## src/rtl/pin_edge_irq_pkg.sv

```systemverilog
package pin_edge_irq_pkg;

    typedef enum logic [1:0] {
        ST_FILL_A = 2'd0,
        ST_FILL_B = 2'd1,
        ST_FILL_C = 2'd2,
        ST_LIVE   = 2'd3
    } warm_state_t;

    localparam logic [1:0] ADDR_ENABLE   = 2'd0;
    localparam logic [1:0] ADDR_FLAG     = 2'd1;
    localparam logic [1:0] ADDR_POLARITY = 2'd2;

endpackage

```

## src/rtl/pin_edge_warmup.sv

```systemverilog
module pin_edge_warmup
    import pin_edge_irq_pkg::*;
(
    input  logic clk,
    input  logic rst_n,
    output logic live
);

    warm_state_t state_q;
    warm_state_t state_d;

    always_comb begin
        state_d = state_q;
        unique case (state_q)
            ST_FILL_A: state_d = ST_FILL_B;
            ST_FILL_B: state_d = ST_FILL_C;
            ST_FILL_C: state_d = ST_LIVE;
            ST_LIVE:   state_d = ST_LIVE;
        endcase
    end

    always_ff @(posedge clk or negedge rst_n) begin
        if (!rst_n) state_q <= ST_FILL_A;
        else        state_q <= state_d;
    end

    always_comb begin
        live = (state_q == ST_LIVE);
    end

    // once detection is open it stays open until reset
    assert_live_holds_R11: assert property (@(posedge clk) disable iff (!rst_n)
        live |=> live);

endmodule

```

## src/rtl/pin_edge_det.sv

```systemverilog
module pin_edge_det #(
    parameter int NPINS = 2
) (
    input  logic             clk,
    input  logic             rst_n,
    input  logic             live,
    input  logic [NPINS-1:0] pin_in,
    input  logic [NPINS-1:0] pin_gate,
    input  logic [NPINS-1:0] pol_rise,
    output logic [NPINS-1:0] hit
);

    logic [NPINS-1:0] sync_a;
    logic [NPINS-1:0] sync_b;
    logic [NPINS-1:0] prev_q;

    always_ff @(posedge clk or negedge rst_n) begin
        if (!rst_n) begin
            sync_a <= '0;
            sync_b <= '0;
            prev_q <= '0;
        end else begin
            sync_a <= pin_in;
            sync_b <= sync_a;
            prev_q <= sync_b;
        end
    end

    for (genvar i = 0; i < NPINS; i++) begin : g_pin
        logic went_up;
        logic went_down;
        assign went_up   =  sync_b[i] & ~prev_q[i];
        assign went_down = ~sync_b[i] &  prev_q[i];
        assign hit[i]    = live & ~pin_gate[i] & (pol_rise[i] ? went_up : went_down);
    end

endmodule

```

## src/rtl/pin_edge_regs.sv

```systemverilog
module pin_edge_regs
    import pin_edge_irq_pkg::*;
#(
    parameter int NPINS   = 2,
    parameter int LSB_BIT = 5,
    parameter int DATA_W  = 8
) (
    input  logic              clk,
    input  logic              rst_n,
    input  logic              bus_sel,
    input  logic              bus_wr,
    input  logic [1:0]        bus_addr,
    input  logic [DATA_W-1:0] bus_wdata,
    output logic [DATA_W-1:0] bus_rdata,
    input  logic [NPINS-1:0]  hit,
    output logic [NPINS-1:0]  pol_rise,
    output logic [DATA_W-1:0] en_q,
    output logic [DATA_W-1:0] flag_q
);

    localparam logic [DATA_W-1:0] IMPL_MASK = DATA_W'(((1 << NPINS) - 1) << LSB_BIT);

    logic [DATA_W-1:0] pol_q;
    logic [DATA_W-1:0] hit_w;
    logic [DATA_W-1:0] flag_d;
    logic [DATA_W-1:0] wmask;
    logic              wr_en;

    assign wr_en = bus_sel & bus_wr;
    assign wmask = bus_wdata & IMPL_MASK;

    always_comb begin
        hit_w = '0;
        for (int i = 0; i < NPINS; i++) hit_w[LSB_BIT+i] = hit[i];
    end

    for (genvar i = 0; i < NPINS; i++) begin : g_pol
        assign pol_rise[i] = pol_q[LSB_BIT+i];
    end

    // clear by ones first, then a same-cycle edge re-sets the bit
    always_comb begin
        flag_d = flag_q;
        if (wr_en && bus_addr == ADDR_FLAG) flag_d = flag_q & ~wmask;
        flag_d = flag_d | hit_w;
    end

    always_ff @(posedge clk or negedge rst_n) begin
        if (!rst_n) begin
            en_q   <= '0;
            pol_q  <= '0;
            flag_q <= '0;
        end else begin
            if (wr_en && bus_addr == ADDR_ENABLE)   en_q  <= wmask;
            if (wr_en && bus_addr == ADDR_POLARITY) pol_q <= wmask;
            flag_q <= flag_d;
        end
    end

    always_comb begin
        bus_rdata = '0;
        if (bus_sel) begin
            case (bus_addr)
                ADDR_ENABLE:   bus_rdata = en_q;
                ADDR_FLAG:     bus_rdata = flag_q;
                ADDR_POLARITY: bus_rdata = pol_q;
                default:       bus_rdata = '0;
            endcase
        end
    end

    for (genvar b = 0; b < NPINS; b++) begin : g_chk
        localparam int BIT = LSB_BIT + b;

        assert_flag_has_cause_R3: assert property (@(posedge clk) disable iff (!rst_n)
            $rose(flag_q[BIT]) |-> $past(hit[b]));

        assert_zero_write_keeps_R6: assert property (@(posedge clk) disable iff (!rst_n)
            (wr_en && bus_addr == ADDR_FLAG && !bus_wdata[BIT] && !hit[b])
            |=> (flag_q[BIT] == $past(flag_q[BIT])));

        assert_edge_beats_clear_R9: assert property (@(posedge clk) disable iff (!rst_n)
            hit[b] |=> flag_q[BIT]);
    end

endmodule

```

## src/rtl/pin_edge_irq.sv

```systemverilog
module pin_edge_irq
    import pin_edge_irq_pkg::*;
#(
    parameter int NPINS   = 2,
    parameter int LSB_BIT = 5,
    parameter int DATA_W  = 8
) (
    input  logic              clk,
    input  logic              rst_n,
    input  logic              bus_sel,
    input  logic              bus_wr,
    input  logic [1:0]        bus_addr,
    input  logic [DATA_W-1:0] bus_wdata,
    output logic [DATA_W-1:0] bus_rdata,
    input  logic [NPINS-1:0]  pin_in,
    input  logic [NPINS-1:0]  pin_gate,
    output logic              irq
);

    logic              live;
    logic [NPINS-1:0]  hit;
    logic [NPINS-1:0]  pol_rise;
    logic [DATA_W-1:0] en_w;
    logic [DATA_W-1:0] flag_w;

    pin_edge_warmup u_warm (
        .clk  (clk),
        .rst_n(rst_n),
        .live (live)
    );

    pin_edge_det #(.NPINS(NPINS)) u_det (
        .clk     (clk),
        .rst_n   (rst_n),
        .live    (live),
        .pin_in  (pin_in),
        .pin_gate(pin_gate),
        .pol_rise(pol_rise),
        .hit     (hit)
    );

    pin_edge_regs #(.NPINS(NPINS), .LSB_BIT(LSB_BIT), .DATA_W(DATA_W)) u_regs (
        .clk      (clk),
        .rst_n    (rst_n),
        .bus_sel  (bus_sel),
        .bus_wr   (bus_wr),
        .bus_addr (bus_addr),
        .bus_wdata(bus_wdata),
        .bus_rdata(bus_rdata),
        .hit      (hit),
        .pol_rise (pol_rise),
        .en_q     (en_w),
        .flag_q   (flag_w)
    );

    always_ff @(posedge clk or negedge rst_n) begin
        if (!rst_n) irq <= 1'b0;
        else        irq <= |(flag_w & en_w);
    end

    assert_irq_raise_R8: assert property (@(posedge clk) disable iff (!rst_n)
        (|(flag_w & en_w)) |=> irq);

    assert_irq_drop_R8: assert property (@(posedge clk) disable iff (!rst_n)
        !(|(flag_w & en_w)) |=> !irq);

    assert_quiet_warmup_R11: assert property (@(posedge clk) disable iff (!rst_n)
        !live |-> (hit == '0));

    for (genvar b = 0; b < NPINS; b++) begin : g_gate
        assert_gate_blocks_R10: assert property (@(posedge clk) disable iff (!rst_n)
            pin_gate[b] |=> !$rose(flag_w[LSB_BIT+b]));
    end

endmodule

```

## config.mk

```make
export PLATFORM = sky130hd
export DESIGN_NAME = pin_edge_irq
export DESIGN_NICKNAME = d
export VERILOG_FILES = /design/src/rtl/pin_edge_irq_pkg.sv /design/src/rtl/pin_edge_warmup.sv /design/src/rtl/pin_edge_det.sv /design/src/rtl/pin_edge_regs.sv /design/src/rtl/pin_edge_irq.sv
export SDC_FILE = /design/constraint.sdc
export NUM_CORES = 1
export LEC_CHECK = 0
export BUFFER_PORTS_ARGS = -buffer_cell sky130_fd_sc_hd__buf_2
export CAP_MARGIN = 10
export CORE_MARGIN = 3
export CORE_UTILIZATION = 35
export DETAILED_ROUTE_END_ITERATION = 16
export PLACE_DENSITY = 0.67
export REMOVE_ABC_BUFFERS = 1
export SYNTH_ARGS = -nofsm -noshare
export SYNTH_HDL_FRONTEND = slang
export SYNTH_SLANG_ARGS = --single-unit
```

## constraint.sdc

```tcl
create_clock -name clk -period 0.8 [get_ports clk]
set_input_delay 0.08 -clock clk [delete_from_list [all_inputs] [get_ports clk]]
set_output_delay 0.08 -clock clk [all_outputs]
set_load 0.005 [all_outputs]
```

==> impl_metrics.ini <==
[worst_setup_path]
arrival_ns = 1.14
rrSetupSlack_ns = -0.15
start_kind = flop
crit_type = reg -> out
r2r_start = u_regs.flag_q[5]$_DFF_PN0_
path_max_fanout = 2
crit_path_end_kind = output port
r2r_cells = 3
timing.rr.end = irq$_DFF_PN0_
cp.required_ns = 0.72

[route]
ant_nets = 0
vias = 488
vias_per_cell = 4.357
drt-total-wl_um = 1216
dr.pass1.iters = 1
route.detailed.drc = 0
wl_per_cell_um = 10.86
drt_iter0_drc = 0

[synth]
yosysMostFrequentCell = dfrtp_1
ys_seq_area_frac = 0.5714
synth.distinct_cells = 20
yosys.area_share.adder = 0
avgSynthCellArea_um2 = 11.52
yosys-top-cells-area = dfrtp_1, buf_4, o21ai_0, mux2_2, mux2i_1
synthXorXnorAreaFrac = 0
ys.flop_type = dfrtp_1
synth_top_area_cell = dfrtp_1
ys_warn_count = 0
synth_top_family_by_area = simple AND/OR/NAND/NOR gates
ys_async_sr_fraction = 1.000
syn_inst = 57
syn_area_um2 = 656.9
synth.top_cells.by_count = dfrtp_1, buf_4, o21ai_0
synth_simple_gate_area_frac = 0.1733
synth_compound_area_frac = 0.09714
synth_edf_count = 0
synthMuxAreaShare = 0.06476
synth_top_area_share = 0.5714
synth_seq_cells = 15

[global_routing]
first_global_vias = 480
grt_max_degree = 16
grt_first_pass_wirelength_um = 1828
gr-total-overflow = 0
grt.total_usage = 0.1005
antenna_found_initial = 0

[floorplan]
die-height_um = 49.32
start_util = 0.3763
coreArea_mm2 = 0.001745
die_x_um = 49.32
die-area_mm2 = 0.002432
ios = 27
core.rowCount = 15

[final_layout]
area_delta_synth_final_pct = 36.19
fin_cells = 112
nets = 106
drive_above_1_share = 0.3678
n_antenna_cell = 0
n_fill_cell = 163
post-route-cell-area_um2 = 894.6

[timing]
drv_slew = 0
post-route-min-period_ns = 1.216
hold_viol_final = 0
fin_ws_ns = -0.4155
skew_ns = 0.003686
fin_crit_sh = 1.519
max_freq_mhz = 822.7
grt_setup_unrepaired = true
setup_tns_ns = -1.422
setup_viol = 8

[job]
cap_viol_max_count = 0

[cts]
cts_buffers = 3
cts_tree = done
cts_max_level = 1
clkLatencyLatePin_ns = 0.28
cts-root-buf = clkbuf_4
clock-sinks = 15
clockBufferDepth = 2
clk_pin_slew_ns = 0.09

[power]
p_per_area_mw_per_mm2 = 1904
p_leak_nw = 0.4314
power_mw = 1.704
peakVddDrop_uv = 1028

[placement]
gp_congestion = 0.8029
hpwlAfterDp_um = 886.7
io_buffers = 14
place_area_um2 = 787.0
dp_cells = 102

[hold_path]
hold_path_end = u_regs.en_q[6]$_DFFE_PN0P_
hp-class = in -> reg
min_from = bus_wdata[6]
min_path_cells = 2

[outcome]
outcome = finished, violations left
violations = negative setup slack
[kinds of logic after synthesis]
| logic type | count (synthesis) |
|---|---|
| multiplexers | 4 |
| AO/OA/AOI/OAI | 11 |
| buffers and inverters | 9 |
| other | 1 |
| AND/OR/NAND/NOR | 17 |
| flip-flops | 15 |
[flip-flops by register name, summed over array words and instances (netlist names)]
name and flops:
irq 1, u_det.prev_q 2, u_det.sync_a 2, u_det.sync_b 2, u_regs.en_q 2, u_regs.flag_q 2
u_regs.pol_q 2, u_warm.state_q 2
[timing repair]
| item | 4_1_cts | 5_1_grt |
|---|---|---|
| buffers inserted | 0 | 2 |
| hold buffers | 5 | 0 |
| hold endpoints to repair | 19 | 0 |
| endpoints found under the setup margin | 8 | 9 |
| gates cloned | 0 | 0 |
| gates resized for setup | 5 | 5 |
| pin swaps | 4 | 3 |
[critical path, stage by stage, from the launching register on]
cell     delay [ns]
dfrtp_1        0.40
mux2i_1        0.15
o21ai_1        0.07
and2_1         0.12
buf_2          0.12
[placed cells by master, fill, tap and decap left out, drive strengths merged]
master / instances
nand2: 4
or2: 1
nor3: 1
nand4b: 2
a22o: 1
a21oi: 2
mux2i: 2
o31ai: 2
buf: 23
dfrtp: 15
and2: 2
nand3b: 2
mux2: 2
conb: 6
clkbuf: 4
o21ai: 6
nor2: 2
nand2b: 1
inv: 2
and3b: 2
dlygate4sd3: 5
[where the power goes]
| group | internal [mW] | leakage, nW | switching (mW) |
|---|---|---|---|
| Sequential | 0.849 | 0.168 | 0.0611 |
| Combinational | 0.228 | 0.248 | 0.144 |
| Clock | 0.193 | 0.0150 | 0.228 |
[layer usage]
layer	global-route usage	share of wire	vias to the layer above	routed length, um
li1	-	-	245	-
met1	0.1049	0.42	220	514
met2	0.1696	0.49	21	590
met3	0.03058	0.081	2	98
met4	0.07109	0.0099	0	12
met5	0	0	-	0
[final cells by class]
cell class | count | area (um2) | area share
clock buffer | 4 | 26.28 | 0.02937
inverter | 2 | 7.507 | 0.008392
multi-input combinational | 38 | 255.2 | 0.2853
sequential | 15 | 375.4 | 0.4196
tap | 25 | 31.28 | 0.03497
timing repair buffer | 28 | 198.9 | 0.2224
[worst max-delay path by stage]
stage | start | end | slack [ns] | depth (start not counted)
finish | u_regs.en_q[5]$_DFFE_PN0P_ | bus_rdata[5] | -0.42 | 4
global route | u_regs.flag_q[5]$_DFF_PN0_ | bus_rdata[5] | -0.51 | 4
CTS | u_regs.flag_q[6]$_DFF_PN0_ | bus_rdata[6] | -0.43 | 4
detailed placement | bus_addr[0] | u_regs.en_q[6]$_DFFE_PN0P_ | -0.14 | 3
global placement | bus_addr[0] | u_regs.en_q[5]$_DFFE_PN0P_ | -0.13 | 3
floorplan | u_det.prev_q[0]$_DFF_PN0_ | u_regs.flag_q[5]$_DFF_PN0_ | -0.07 | 3
[per-stage QoR]
| stage | hold slack [ns] | setup WS [ns] | utilization |
|---|---|---|---|
| after global routing | 0.03931 | -0.5101 | 0.5125 |
| after floorplan | -0.2156 | -0.06824 | - |
| final | 0.06112 | -0.4155 | 0.5125 |
| after CTS | 0.04822 | -0.4347 | 0.5011 |
| after detailed placement | -0.0004013 | -0.1364 | 0.4509 |
| after global placement | -0.004798 | -0.1272 | 0.4509 |
No activity file was read; power rests on OpenSTA's default activity.
